File: src/rtl/eeprom_rd_pkg.sv
package eeprom_rd_pkg;

    localparam logic [6:0] DEV_ADDR = 7'b1010000;

    typedef enum logic [2:0] {
        ST_IDLE,
        ST_START,
        ST_WR,
        ST_RD,
        ST_STOP
    } ctl_state_e;

    typedef enum logic [1:0] {
        SYM_NONE,
        SYM_START,
        SYM_BIT,
        SYM_STOP
    } sym_e;

endpackage

File: src/rtl/eeprom_phase_gen.sv
module eeprom_phase_gen #(
    parameter int unsigned QUARTER_CLKS = 250
) (
    input  logic       clk,
    input  logic       rst_n,
    input  logic       run_i,
    output logic       tick_o,
    output logic [1:0] phase_o
);
    localparam int unsigned CW = (QUARTER_CLKS > 1) ? $clog2(QUARTER_CLKS) : 1;
    localparam logic [CW-1:0] LAST = CW'(QUARTER_CLKS - 1);

    typedef struct packed {
        logic [CW-1:0] cnt;
        logic [1:0]    ph;
    } pg_t;

    pg_t pg_d, pg_q;

    assign tick_o  = run_i && (pg_q.cnt == LAST);
    assign phase_o = pg_q.ph;

    always_comb begin
        pg_d = pg_q;
        if (!run_i) begin
            pg_d = '0;
        end else if (tick_o) begin
            pg_d.cnt = '0;
            pg_d.ph  = pg_q.ph + 2'd1;
        end else begin
            pg_d.cnt = pg_q.cnt + 1'b1;
        end
    end

    always_ff @(posedge clk or negedge rst_n) begin
        if (!rst_n) pg_q <= '0;
        else        pg_q <= pg_d;
    end
endmodule

File: src/rtl/eeprom_line_drv.sv
module eeprom_line_drv
    import eeprom_rd_pkg::*;
(
    input  logic       clk,
    input  logic       rst_n,
    input  sym_e       sym_i,
    input  logic [1:0] phase_i,
    input  logic       rls_i,
    input  logic       restart_i,
    output logic       scl_oe_o,
    output logic       sda_oe_o
);
    typedef struct packed {
        logic scl;
        logic sda;
    } lines_t;

    lines_t ln_d, ln_q;

    always_comb begin
        ln_d = ln_q;
        unique case (sym_i)
            SYM_START: begin
                ln_d.scl = restart_i && (phase_i < 2'd2);
                if (phase_i != 2'd0) ln_d.sda = (phase_i == 2'd3);
            end
            SYM_BIT: begin
                ln_d.scl = (phase_i < 2'd2);
                if (phase_i != 2'd0) ln_d.sda = !rls_i;
            end
            SYM_STOP: begin
                ln_d.scl = (phase_i < 2'd2);
                if (phase_i != 2'd0) ln_d.sda = (phase_i != 2'd3);
            end
            default: ln_d = '0;
        endcase
    end

    always_ff @(posedge clk or negedge rst_n) begin
        if (!rst_n) ln_q <= '0;
        else        ln_q <= ln_d;
    end

    assign scl_oe_o = ln_q.scl;
    assign sda_oe_o = ln_q.sda;
endmodule

File: src/rtl/eeprom_seq_reader.sv
module eeprom_seq_reader
    import eeprom_rd_pkg::*;
#(
    parameter int unsigned QUARTER_CLKS = 250,
    parameter int unsigned CNT_W        = 8
) (
    input  logic             clk,
    input  logic             rst_n,
    input  logic             start_i,
    input  logic [7:0]       word_addr_i,
    input  logic [CNT_W-1:0] byte_cnt_i,
    input  logic             sda_i,
    output logic             scl_oe_o,
    output logic             sda_oe_o,
    output logic [7:0]       data_o,
    output logic             valid_o,
    output logic             done_o,
    output logic             nack_err_o
);
    localparam logic [3:0]       ACK_BIT = 4'd8;
    localparam logic [CNT_W-1:0] ONE     = CNT_W'(1);

    typedef struct packed {
        ctl_state_e       st;
        logic [1:0]       stage;
        logic [3:0]       bitn;
        logic [7:0]       tx;
        logic [7:0]       rx;
        logic [CNT_W-1:0] remain;
        logic [7:0]       waddr;
        logic             restart;
        logic             ack;
        logic             err;
        logic [7:0]       data;
        logic             valid;
        logic             done;
        logic             nack_err;
    } ctl_t;

    ctl_t c_d, c_q;

    logic       busy;
    logic       tick;
    logic [1:0] phase;
    logic       sample;
    logic       bit_end;
    sym_e       sym;
    logic       rls;
    logic       cond_sym;

    assign busy     = (c_q.st != ST_IDLE);
    assign sample   = tick && (phase == 2'd2);
    assign bit_end  = tick && (phase == 2'd3);
    assign cond_sym = (sym == SYM_START) || (sym == SYM_STOP);

    eeprom_phase_gen #(.QUARTER_CLKS(QUARTER_CLKS)) u_phase (
        .clk     (clk),
        .rst_n   (rst_n),
        .run_i   (busy),
        .tick_o  (tick),
        .phase_o (phase)
    );

    always_comb begin
        unique case (c_q.st)
            ST_START: sym = SYM_START;
            ST_WR,
            ST_RD:    sym = SYM_BIT;
            ST_STOP:  sym = SYM_STOP;
            default:  sym = SYM_NONE;
        endcase
        if (c_q.st == ST_WR)      rls = (c_q.bitn == ACK_BIT) ? 1'b1 : c_q.tx[7];
        else if (c_q.st == ST_RD) rls = (c_q.bitn == ACK_BIT) ? (c_q.remain == ONE) : 1'b1;
        else                      rls = 1'b1;
    end

    eeprom_line_drv u_lines (
        .clk       (clk),
        .rst_n     (rst_n),
        .sym_i     (sym),
        .phase_i   (phase),
        .rls_i     (rls),
        .restart_i (c_q.restart),
        .scl_oe_o  (scl_oe_o),
        .sda_oe_o  (sda_oe_o)
    );

    always_comb begin
        c_d       = c_q;
        c_d.valid = 1'b0;
        c_d.done  = 1'b0;
        unique case (c_q.st)
            ST_IDLE: begin
                if (start_i) begin
                    c_d.nack_err = 1'b0;
                    if (byte_cnt_i == '0) begin
                        c_d.done = 1'b1;
                    end else begin
                        c_d.st      = ST_START;
                        c_d.stage   = 2'd0;
                        c_d.restart = 1'b0;
                        c_d.remain  = byte_cnt_i;
                        c_d.waddr   = word_addr_i;
                        c_d.err     = 1'b0;
                    end
                end
            end
            ST_START: begin
                if (bit_end) begin
                    c_d.st   = ST_WR;
                    c_d.bitn = '0;
                    c_d.tx   = {DEV_ADDR, c_q.restart};
                end
            end
            ST_WR: begin
                if (sample && c_q.bitn == ACK_BIT) c_d.ack = !sda_i;
                if (bit_end) begin
                    if (c_q.bitn != ACK_BIT) begin
                        c_d.tx   = {c_q.tx[6:0], 1'b0};
                        c_d.bitn = c_q.bitn + 4'd1;
                    end else begin
                        c_d.bitn = '0;
                        if (!c_q.ack) begin
                            c_d.err = 1'b1;
                            c_d.st  = ST_STOP;
                        end else if (c_q.stage == 2'd0) begin
                            c_d.stage = 2'd1;
                            c_d.tx    = c_q.waddr;
                        end else if (c_q.stage == 2'd1) begin
                            c_d.stage   = 2'd2;
                            c_d.restart = 1'b1;
                            c_d.st      = ST_START;
                        end else begin
                            c_d.st = ST_RD;
                        end
                    end
                end
            end
            ST_RD: begin
                if (sample && c_q.bitn != ACK_BIT) c_d.rx = {c_q.rx[6:0], sda_i};
                if (bit_end) begin
                    if (c_q.bitn == 4'd7) begin
                        c_d.data  = c_q.rx;
                        c_d.valid = 1'b1;
                    end
                    if (c_q.bitn != ACK_BIT) begin
                        c_d.bitn = c_q.bitn + 4'd1;
                    end else begin
                        c_d.bitn   = '0;
                        c_d.remain = c_q.remain - ONE;
                        if (c_q.remain == ONE) c_d.st = ST_STOP;
                    end
                end
            end
            ST_STOP: begin
                if (bit_end) begin
                    c_d.st       = ST_IDLE;
                    c_d.done     = 1'b1;
                    c_d.nack_err = c_q.err;
                end
            end
            default: c_d.st = ST_IDLE;
        endcase
    end

    always_ff @(posedge clk or negedge rst_n) begin
        if (!rst_n) begin
            c_q    <= '0;
            c_q.st <= ST_IDLE;
        end else begin
            c_q <= c_d;
        end
    end

    assign data_o     = c_q.data;
    assign valid_o    = c_q.valid;
    assign done_o     = c_q.done;
    assign nack_err_o = c_q.nack_err;
endmodule

File: config.mk
export PLATFORM = sky130hd
export DESIGN_NAME = eeprom_seq_reader
export DESIGN_NICKNAME = d
export VERILOG_FILES = /design/src/rtl/eeprom_rd_pkg.sv /design/src/rtl/eeprom_phase_gen.sv /design/src/rtl/eeprom_line_drv.sv /design/src/rtl/eeprom_seq_reader.sv
export SDC_FILE = /design/constraint.sdc
export NUM_CORES = 1
export LEC_CHECK = 0
export ABC_AREA = 0
export BUFFER_PORTS_ARGS = -buffer_cell sky130_fd_sc_hd__buf_2
export CAP_MARGIN = 20
export CORE_MARGIN = 4
export CORE_UTILIZATION = 59
export CTS_CLUSTER_SIZE = 28
export DETAILED_ROUTE_END_ITERATION = 16
export GPL_TIMING_DRIVEN = 0
export HOLD_SLACK_MARGIN = 0.06
export PLACE_DENSITY = 0.84
export SLEW_MARGIN = 40
export SYNTH_ARGS = -nofsm -noshare
export SYNTH_HDL_FRONTEND = slang
export SYNTH_HIERARCHICAL = 1
export SYNTH_SLANG_ARGS = --single-unit
File: constraint.sdc
create_clock -name clk -period 2.6 [get_ports clk]
set_input_delay 0.78 -clock clk [delete_from_list [all_inputs] [get_ports clk]]
set_output_delay 0.78 -clock clk [all_outputs]
set_load 0.01 [all_outputs]
==> results of run 1 <==
[per-stage QoR]
stage / cell area (sq um) / std cells / utilization [%] / setup slack [ps]
2_1_floorplan: 3471 / 343 / - / 455.0
3_3_place_gp: 3716 / 446 / 66.27 / 110.6
3_5_place_dp: 3739 / 447 / 66.67 / 9.510
4_1_cts: 3964 / 463 / 70.68 / 13.07
5_1_grt: 4001 / 467 / 71.35 / 26.11
6_report: 4001 / 467 / 71.35 / 201.4
[final timing paths]
check,cells past startpoint,endpoint,startpoint
min in group clk,2,c_q[42],c_q[42]
min,1,u_phase/pg_q[4],rst_n
max reg2reg,10,c_q[46],c_q[53]
max in group asynchronous,2,c_q[35],rst_n
max,10,c_q[46],c_q[53]
min reg2reg,2,c_q[42],c_q[42]
[critical path, stage by stage (launching register included)]
cell	delay [ps]
sky130_fd_sc_hd__dfrtp_1	360
sky130_fd_sc_hd__buf_4	150
sky130_fd_sc_hd__or3_4	370
sky130_fd_sc_hd__inv_1	190
sky130_fd_sc_hd__nor3_2	80
sky130_fd_sc_hd__nand3_1	110
sky130_fd_sc_hd__buf_2	270
sky130_fd_sc_hd__or3_1	140
sky130_fd_sc_hd__clkbuf_1	230
sky130_fd_sc_hd__nor2_1	110
sky130_fd_sc_hd__mux2_2	280
[registers in the layout (all words and copies together), names as in the netlist]
register          cells
u_phase/pg_q          8
valid_o               1
done_o                1
u_lines/scl_oe_o      1
data_o                8
u_lines/sda_oe_o      1
c_q                  44
u_phase/phase_o       2
nack_err_o            1
[power groups by stage]
stage | combinational [mW] | sequential [mW] | clock (mW)
floorplan | 0.949 | 1.37 | 0
global placement | 1.16 | 1.39 | 0
detailed placement | 1.22 | 1.40 | 0
CTS | 1.22 | 1.38 | 0.993
global route | 1.41 | 1.41 | 1.04
finish | 1.25 | 1.39 | 0.975
[kinds of logic (layout without fill, tap and decap cells)]
| kind of cell | count (synthesis) | count (layout) | synth area share (%) |
|---|---|---|---|
| AOI/OAI and AO/OA | 77 | 77 | 14.28 |
| and+or+nand+nor | 121 | 121 | 18.39 |
| muxes | 33 | 33 | 10.49 |
| adders and majority gates | 6 | 6 | 2.163 |
| buffers and inverters | 35 | 87 | 5.371 |
| xor gates and xnor gates | 4 | 4 | 1.010 |
| DFF | 67 | 67 | 48.31 |
[timing repair]
item,4_1_cts,5_1_grt
setup endpoints to repair,0,27
hold buffers,0,0
gates resized for setup,0,4
buffers inserted,0,4
[routing by layer]
layer | share of wire, % | GRT usage, % | vias to the layer above
li1 | - | - | 1313
met1 | 44 | 27.67 | 1322
met2 | 48 | 32.74 | 69
met3 | 5.1 | 4.612 | 18
met4 | 2.4 | 8.489 | 0
met5 | 0 | 0 | -
[area by class of cell]
cell class	count	area share [%]
sequential	67	41.90
multi-input combinational	241	40.34
timing repair buffer	36	5.191
buffer	25	3.752
clock buffer	9	3.096
clock inverter	7	2.533
tap	72	2.251
inverter	10	0.9381
[layout by cell type, fill, tap and decap left out, types with 2 or more instances in the layout]
cell type                   count
sky130_fd_sc_hd__a211o_1        2
sky130_fd_sc_hd__nand2b_1       7
sky130_fd_sc_hd__inv_1         10
sky130_fd_sc_hd__nor4_1         4
sky130_fd_sc_hd__and2_1         2
sky130_fd_sc_hd__clkbuf_8       9
sky130_fd_sc_hd__bufinv_16      2
sky130_fd_sc_hd__dfrtp_1       67
sky130_fd_sc_hd__nor2b_1        2
sky130_fd_sc_hd__or3_4          2
sky130_fd_sc_hd__nor2_1        35
sky130_fd_sc_hd__or3_1          4
sky130_fd_sc_hd__nand2_1       25
sky130_fd_sc_hd__xor2_1         2
sky130_fd_sc_hd__mux2_2        27
sky130_fd_sc_hd__clkinv_4       2
sky130_fd_sc_hd__xnor2_1        2
sky130_fd_sc_hd__mux2i_1        6
sky130_fd_sc_hd__a211oi_1       3
sky130_fd_sc_hd__clkbuf_1       7
sky130_fd_sc_hd__nand3_1       11
sky130_fd_sc_hd__o31ai_1        6
sky130_fd_sc_hd__o21ai_0       27
sky130_fd_sc_hd__nand3b_1       5
sky130_fd_sc_hd__nor3_1        12
sky130_fd_sc_hd__a21oi_1       14
sky130_fd_sc_hd__a31oi_1       12
sky130_fd_sc_hd__buf_2         35
sky130_fd_sc_hd__buf_4         16
sky130_fd_sc_hd__ha_1           6
==> reports/results.ini, run 1 <==
[power]
sequentialPowerShare_pct = 38.3
p_total_mw = 3.615
vdd_drop_max_mv = 0.5237
p_per_area_nw_per_um2 = 903.4
cellLeakagePower_nw = 1.855
clkPwrFrac_pct = 27.0
switching_power_mw = 1.304
sw_frac_of_total_pct = 36.06
power_frac_comb_pct = 34.7
cellInternalPower_mw = 2.311

[worst_setup_path]
crit_path_start_kind = flop
timing.setup.critical_path_class = flop to flop
path_max_fanout = 10
critPathArrivalTime_ps = 2630
critPathRequiredTime_ps = 2840
r2r_setup_slack_ps = 200
endpoint_kind = flop

[synth]
number_of_enable_flip_flop_cells_after_synthesis = 0
synth_async_sr_flop_share_pct = 100.0
seq_total_area_yosys_pct = 48.31
number_of_synthesized_register_bits = 67
synth-warning-count = 6
synth.most_common_cell = sky130_fd_sc_hd__dfrtp_1
number_of_distinct_library_cell_variants_in_the_gate_level_netlist_after_synthesis = 52
synth_area_leaders = sky130_fd_sc_hd__dfrtp_1 48%, sky130_fd_sc_hd__mux2_2 8.8%, sky130_fd_sc_hd__o21ai_0 3.9%
synthesis.instances = 343
netlist.area_leader.share_pct = 48.31
synthDominantAreaCellType = sky130_fd_sc_hd__dfrtp_1
syn_area_per_cell_sq_um = 10.12
synth.cells.most_frequent = 67 x sky130_fd_sc_hd__dfrtp_1, 35 x sky130_fd_sc_hd__nor2_1, 27 x sky130_fd_sc_hd__mux2_2, 27 x sky130_fd_sc_hd__o21ai_0, 25 x sky130_fd_sc_hd__nand2_1
dominantRegCellSynth = sky130_fd_sc_hd__dfrtp_1
postSynthNetCount = 369
syn-cell-area_sq_um = 3471

[clock_network]
tritoncts_clock_tree = done
clk_pin_slew_ps = 80
htreeDepth = 3
numCtsBuffers = 9
numClockSinks = 67
cts_max_path_buffers = 2
clk_root_buffer_cell = sky130_fd_sc_hd__clkbuf_8
clock_latency_ps = 360

[grt]
wire_length_of_the_first_global_routing_pass_mm = 11.91
track_usage_pct = 20.71
grt_antenna_before_repair = 0
first_global_vias = 2559
globalRoute.totalOverflow = 0
grt_max_degree = 44

[routing]
route.vias.total = 2722
avgRoutedWirePerCell_microns = 15.01
routed_via_density = 5.829
first_pass_iters = 4
route.detailed.drc = 0
drt.antenna.violating_nets = 0
routed_wirelength_mm = 7.009
initialDrtViolationCount = 185

[floorplanning]
core.rowCount = 27
die_width_microns = 84.70
ioPinCount = 33
dieArea_sq_um = 7174
core_sq_um = 5608
vertical_die_dimension_microns = 84.70
start_util_pct = 61.89

[timing]
timing_worst_slew_pin_value_ps = 595.4
fin_worst_skew_ps = 12.73
setup_tns_ps = 0
finalSetupViolCount = 0
worst_slew_margin_rel_pct = 59.89
hold_ws_ps = 324.7
timing.fmax_ghz = 0.4169
grt_setup_unrepaired = false
fin_max_slew_vios = 0
period_needed_ps = 2399
final.period_utilization_pct = 92.26
hold_viol = 0

[finish]
multi_input_comb_area_sq_um = 1614
layout-area-overhead-vs-synth_pct = 15.28
finish.net_count = 416
area.sequential_sq_um = 1677
fillCellCount = 417
final_layout_size_suffix_gt1_share_pct = 27.34
diodes = 0

[place]
place_congestion = 0.9169
portBuffers = 31
post-dp-hpwl_mm = 4.960

[job]
max_cap_violations = 0

[min_path]
holdCritPathClass = input pin to asynchronous set/reset pin

[status]
status = completed

No activity file was read; power rests on OpenSTA's default activity.
==> inputs of run 2 (changes only) <==
==> constraint.sdc (replaced) <==
create_clock -name clk -period 2.75 [get_ports clk]
set_input_delay 0.825 -clock clk [delete_from_list [all_inputs] [get_ports clk]]
set_output_delay 0.825 -clock clk [all_outputs]
set_load 0.01 [all_outputs]
==> run 2 against run 1 <==
Routed wire length is 0.26% lower. Via count decreased by 1.2%. Clock-buffer cell count is the same. Combinational power fell by 7%. Critical endpoint is now c_q[27].
==> reports/results.ini, run 2 (synthesized netlist as in run 1, its figures left out) <==
[grt]
wire_length_of_the_first_global_routing_pass_mm = 11.91  ; unchanged
grt_antenna_before_repair = 0  ; unchanged
first_global_vias = 2559  ; unchanged
track_usage_pct = 20.71  ; unchanged
globalRoute.totalOverflow = 0  ; unchanged
grt_max_degree = 44  ; unchanged

[power]
vdd_drop_max_mv = 0.4959  ; -5.3%
p_total_mw = 3.390  ; -6.2%
p_per_area_nw_per_um2 = 854.0  ; -5.5%
cellLeakagePower_nw = 1.835  ; -1.1%

[timing]
hold_viol = 0  ; unchanged
fin_worst_skew_ps = 12.60  ; -0.1319 ps
worst_slew_margin_rel_pct = 60.35  ; +0.46 points
setup_tns_ps = 0  ; unchanged
final.period_utilization_pct = 93.80  ; +1.5 points
fin_max_slew_vios = 0  ; unchanged
timing.fmax_ghz = 0.3877  ; -7.0%
finalSetupViolCount = 0  ; unchanged
grt_setup_unrepaired = false
timing_worst_slew_pin_value_ps = 588.6  ; -6.829 ps
period_needed_ps = 2579  ; +180.8 ps

[floorplanning]
ioPinCount = 33  ; unchanged
vertical_die_dimension_microns = 84.70  ; unchanged
core.rowCount = 27  ; unchanged
die_width_microns = 84.70  ; unchanged
core_sq_um = 5608  ; unchanged
start_util_pct = 61.89  ; unchanged
dieArea_sq_um = 7174  ; unchanged

[finish]
multi_input_comb_area_sq_um = 1614  ; unchanged
final_layout_size_suffix_gt1_share_pct = 26.34  ; -1.0 points
top_register = c_q
layout_common_cells = 67 x sky130_fd_sc_hd__dfrtp_1, 35 x sky130_fd_sc_hd__buf_2, 35 x sky130_fd_sc_hd__nor2_1
diodes = 0  ; unchanged
area.sequential_sq_um = 1677  ; unchanged
mostFrequentLayoutCell = sky130_fd_sc_hd__dfrtp_1
layout-area-overhead-vs-synth_pct = 14.38
final_cells = 463  ; -0.86%
fillCellCount = 420  ; +0.72%
largest_reg_flops = 44  ; unchanged
finish.net_count = 412  ; -0.96%

[worst_setup_path]
rr_endpoint = c_q[27]
path_max_fanout = 10  ; unchanged
cp_slowest_stage_delay_ps = 410  ; +40 ps
critical_path.startpoint = u_phase/pg_q[3]
cp_cell_sequence = inv_1, ha_1, nand3b_1, nor3_2, nand3_1, buf_2, o21bai_1, o211ai_2, buf_2, o21ai_0, o21ai_0
timing.setup.critical_path_class = flop to flop
crit_path_start_kind = flop
r2r_setup_slack_ps = 170  ; -30 ps
endpoint_kind = flop
critPathArrivalTime_ps = 2790  ; +160 ps
crit-reg2reg-launch = u_phase/pg_q[3]
worstRegToRegCells = 11  ; +1
critPathRequiredTime_ps = 2960  ; +120 ps
setup.worst_path.end = c_q[27]
cpMaxStageDelayCell = sky130_fd_sc_hd__dfrtp_1

[clock_network]
numCtsBuffers = 9  ; unchanged
cts_max_path_buffers = 2  ; unchanged
clk_pin_slew_ps = 80  ; about the same
tritoncts_clock_tree = done
htreeDepth = 3  ; unchanged
clk_root_buffer_cell = sky130_fd_sc_hd__clkbuf_8
numClockSinks = 67  ; unchanged
clock_latency_ps = 350  ; about the same

[routing]
avgRoutedWirePerCell_microns = 15.10  ; +0.60%
routed_wirelength_mm = 6.991  ; -0.26%
route.vias.total = 2689  ; -1.2%
initialDrtViolationCount = 196  ; +5.9%
first_pass_iters = 5  ; +1
drt.antenna.violating_nets = 0  ; unchanged
route.detailed.drc = 0  ; unchanged
routed_via_density = 5.808  ; -0.36%

[job]
max_cap_violations = 0  ; unchanged

[min_path]
holdCritPathClass = input pin to asynchronous set/reset pin

[place]
place_congestion = 0.9169  ; unchanged
portBuffers = 31  ; unchanged
post-place-cells = 447  ; unchanged
post-dp-hpwl_mm = 4.960  ; unchanged

[status]
status = completed

run 2: changes by cell type in the layout (fill, tap and decap cells not counted):
| cell | previous run | this run |
|---|---|---|
| sky130_fd_sc_hd__clkbuf_2 | 1 | 0 |
| sky130_fd_sc_hd__buf_4 | 16 | 12 |
| sky130_fd_sc_hd__clkbuf_1 | 7 | 8 |
run 2: area by class of cell:
type,instances,share of cell area (%)
Sequential cell,67,42.23
Multi-Input combinational cell,241,40.66
Timing Repair Buffer,32,4.475
Buffer,25,3.750
Clock buffer,9,3.120
Clock inverter,7,2.553
Tap cell,72,2.269
Inverter,10,0.9455
run 2: worst min-delay path by stage:
stage	slack (ps)	to	cells past startpoint
after floorplan	440	c_q[42]	2
after global placement	450	c_q[42]	2
after detailed placement	460	c_q[42]	2
after CTS	380	data_o[6]	1
after global routing	390	u_phase/pg_q[5]	1
final	380	u_phase/pg_q[4]	1
run 2: repair_timing:
| action | 4_1_cts | 5_1_grt |
|---|---|---|
| endpoints found under the setup margin | 0 | 3 |
| endpoints found under the hold margin | 0 | 0 |
| setup buffers | 0 | 0 |
| resized for setup | 0 | 2 |
| hold buffers | 0 | 0 |
run 2: through the flow:
step                util [%]  hold WS (ps)  worst slack (ps)  instance area [sq um]
floorplan                  -         440.2             560.0                   3471
global placement       66.27         450.7             215.6                   3716
detailed placement     66.67         458.6             114.5                   3739
CTS                    70.68         380.9             163.1                   3964
global route           70.79         393.9             19.06                   3970
finish                 70.79         378.8             170.6                   3970
run 2: where the power goes:
part           internal [mW]  leakage, nW  switching [mW]  total (mW)
Combinational          0.480        0.833           0.685        1.16
Sequential              1.17        0.891           0.143        1.31
Clock                  0.518        0.111           0.398       0.916
run 2: routing by layer:
layer / vias up / track usage (%) / part of all wire, %
li1: 1302 / - / -
met5: - / 0 / 0
met3: 10 / 4.612 / 4.9
met2: 74 / 32.74 / 49
met1: 1303 / 27.67 / 45
met4: 0 / 8.489 / 1.6
run 2: worst max-delay path, delay by kind of cell, from the launching register on:
kind,cells,cell delay [ps]
buf+inv,3,520
simple gates,3,580
compound gates,4,770
fa+ha+maj,1,160
flops,1,410
==> inputs of run 3 (changes only) <==
--- a/config.mk
+++ b/config.mk
@@ -9,12 +9,13 @@
 export BUFFER_PORTS_ARGS = -buffer_cell sky130_fd_sc_hd__buf_2
 export CAP_MARGIN = 20
 export CORE_MARGIN = 4
-export CORE_UTILIZATION = 59
+export CORE_UTILIZATION = 52
+export CTS_CLUSTER_DIAMETER = 80
 export CTS_CLUSTER_SIZE = 28
 export DETAILED_ROUTE_END_ITERATION = 16
 export GPL_TIMING_DRIVEN = 0
 export HOLD_SLACK_MARGIN = 0.06
-export PLACE_DENSITY = 0.84
+export PLACE_DENSITY = 0.76
 export SLEW_MARGIN = 40
 export SYNTH_ARGS = -nofsm -noshare
 export SYNTH_HDL_FRONTEND = slang
==> constraint.sdc (replaced) <==
create_clock -name clk -period 2.75 [get_ports clk]
set_input_delay 0.825 -clock clk [delete_from_list [all_inputs] [get_ports clk]]
set_output_delay 0.825 -clock clk [all_outputs]
set_load 0.05 [all_outputs]
==> run 3 against run 2 <==
Register-to-register slack gained 96 ps. Worst hold slack worse by 36 ps. Critical path type unchanged. Sequential share of layout area is essentially flat. Combinational power is essentially flat. Via count grew 0.19%. Critical endpoint is now c_q[39]. Power rose by 0.19%. Critical path depth fell by 1. Clock power down 2%. First-iteration DRC count shrank 20%. Final area about the same.
==> reports/results.ini, run 3 (synthesized netlist as in run 1, its figures left out) <==
[timing]
setup_tns_ps = 0  ; unchanged
grt_setup_unrepaired = false
hold_viol = 0  ; unchanged
fin_worst_skew_ps = 10.91  ; -1.690 ps
fin_max_slew_vios = 0  ; unchanged
worst_setup_slack_after_layout_ps = 266.8  ; +96.23 ps
timing.fmax_ghz = 0.4027  ; +3.9%
period_needed_ps = 2483  ; -96.23 ps
final.period_utilization_pct = 90.30  ; -3.5 points
timing_worst_slew_pin_value_ps = 586.2  ; -2.386 ps
hold_ws_ps = 342.4  ; -36.42 ps
finalSetupViolCount = 0  ; unchanged
worst_slew_margin_rel_pct = 60.56  ; +0.21 points

[worst_setup_path]
timing.setup.critical_path_class = flop to flop
crit-reg2reg-launch = c_q[53]
r2r_setup_slack_ps = 270  ; +100 ps
setup.worst_path.end = c_q[39]
path_max_fanout = 10  ; unchanged
crit_buf_inv = 4  ; +1
rr_endpoint = c_q[39]
critical_path.top_delay_family = buffers and inverters
cpMaxStageDelayCell = sky130_fd_sc_hd__dfrtp_1
endpoint_kind = flop
critPathRequiredTime_ps = 2980  ; +20 ps
critPathArrivalTime_ps = 2710  ; -80 ps
path_depth = 10  ; -1
worstRegToRegCells = 10  ; -1
cp_cell_sequence = buf_4, or3_4, inv_1, nor3_1, nand3_1, buf_2, a211o_1, clkbuf_1, nand2_1, o31ai_1
critical_path.startpoint = c_q[53]
cp_slowest_stage_delay_ps = 360  ; -50 ps
crit_path_start_kind = flop

[floorplanning]
ioPinCount = 33  ; unchanged
die_width_microns = 89.70  ; +5.9%
vertical_die_dimension_microns = 89.70  ; +5.9%
core.rowCount = 29  ; +7.4%
core_sq_um = 6422  ; +15%
start_util_pct = 54.04  ; -7.8 points
dieArea_sq_um = 8046  ; +12%

[grt]
global_routing_met3_resource_utilization_pct = 3.172  ; -1.4 points
grt.met2_usage_pct = 28.45  ; -4.3 points
globalRoute.totalOverflow = 0  ; unchanged
wire_length_of_the_first_global_routing_pass_mm = 12.07  ; +1.3%
first_global_vias = 2626  ; +2.6%
grt_util_met1_pct = 24.18  ; -3.5 points
grt_max_degree = 40  ; -9.1%
track_usage_pct = 18.09  ; -2.6 points
grt_antenna_before_repair = 0  ; unchanged
busiest_layer_in_global_routing = met2

[finish]
final_cells = 468  ; +1.1%
finish.net_count = 412  ; unchanged
final_layout_size_suffix_gt1_share_pct = 26.09  ; -0.26 points
diodes = 0  ; unchanged
fillCellCount = 541  ; +29%
final_core_util_pct = 61.85  ; -8.9 points
layout_common_cells = 67 x sky130_fd_sc_hd__dfrtp_1, 35 x sky130_fd_sc_hd__buf_2, 35 x sky130_fd_sc_hd__nor2_1
layout-area-overhead-vs-synth_pct = 14.46  ; about the same
top_register = c_q
mostFrequentLayoutCell = sky130_fd_sc_hd__dfrtp_1
final_area_sq_um = 3973  ; about the same
largest_reg_flops = 44  ; unchanged

[clock_network]
clk_root_buffer_cell = sky130_fd_sc_hd__clkbuf_8
cts_hold_buf = 0  ; unchanged
clock_latency_ps = 340  ; about the same
tritoncts_clock_tree = done
numCtsBuffers = 9  ; unchanged
clk_pin_slew_ps = 80  ; about the same
numClockSinks = 67  ; unchanged
htreeDepth = 3  ; unchanged
cts_max_path_buffers = 2  ; unchanged

[routing]
route.detailed.drc = 0  ; unchanged
routed_wirelength_mm = 6.857  ; -1.9%
drt.antenna.violating_nets = 0  ; unchanged
first_pass_iters = 4  ; -1
routed_via_density = 5.756  ; -0.88%
avgRoutedWirePerCell_microns = 14.65  ; -3.0%
route.vias.total = 2694  ; +0.19%
initialDrtViolationCount = 157  ; -20%

[status]
status = completed

[power]
p_per_area_nw_per_um2 = 855.0  ; +0.12%
vdd_drop_max_mv = 0.4413  ; -11%
p_total_mw = 3.397  ; +0.19%
cellLeakagePower_nw = 1.833  ; -0.16%

[place]
preCtsSetupSlack_ps = 165.3  ; +50.77 ps
instance_area_after_placement_sq_um = 3749  ; +0.27%
post-dp-hpwl_mm = 4.801  ; -3.2%
portBuffers = 31  ; unchanged
post-place-cells = 452  ; +1.1%
place_congestion = 0.9033  ; -1.5%

[job]
max_cap_violations = 0  ; unchanged

[min_path]
holdCritPathClass = input pin to asynchronous set/reset pin

-- run 3: routing by layer --
layer / up-vias / part of all wire [%]
li1: 1301 / -
met1: 1308 / 45
met2: 70 / 48
met3: 15 / 4.9
met4: 0 / 2.1
met5: - / 0
-- run 3: layout make-up --
class	count	area (sq um)	area share, %
Sequential cell	67	1677	42.20
Multi-Input combinational cell	241	1614	40.63
Timing Repair Buffer	32	181.4	4.567
Buffer	25	148.9	3.748
Clock buffer	10	127.6	3.213
Tap cell	77	96.34	2.425
Clock inverter	6	90.09	2.268
Inverter	10	37.54	0.9449
-- run 3: how the worst min path moves through the flow --
stage,startpoint,to,slack (ps),depth (start not counted)
6_report,rst_n,c_q[25],340,1
3_5_place_dp,c_q[42],c_q[42],470,2
3_3_place_gp,c_q[42],c_q[42],450,2
4_1_cts,rst_n,c_q[26],350,1
2_1_floorplan,c_q[42],c_q[42],440,2
5_1_grt,rst_n,c_q[26],360,1
-- run 3: power by group --
part | internal, mW | switching [mW] | total (mW)
Sequential | 1.17 | 0.143 | 1.31
Clock | 0.512 | 0.388 | 0.901
Combinational | 0.485 | 0.702 | 1.19
-- run 3: timing repair --
item,CTS,global route
endpoints found under the setup margin,0,1
resized for setup,0,2
setup buffers,0,0
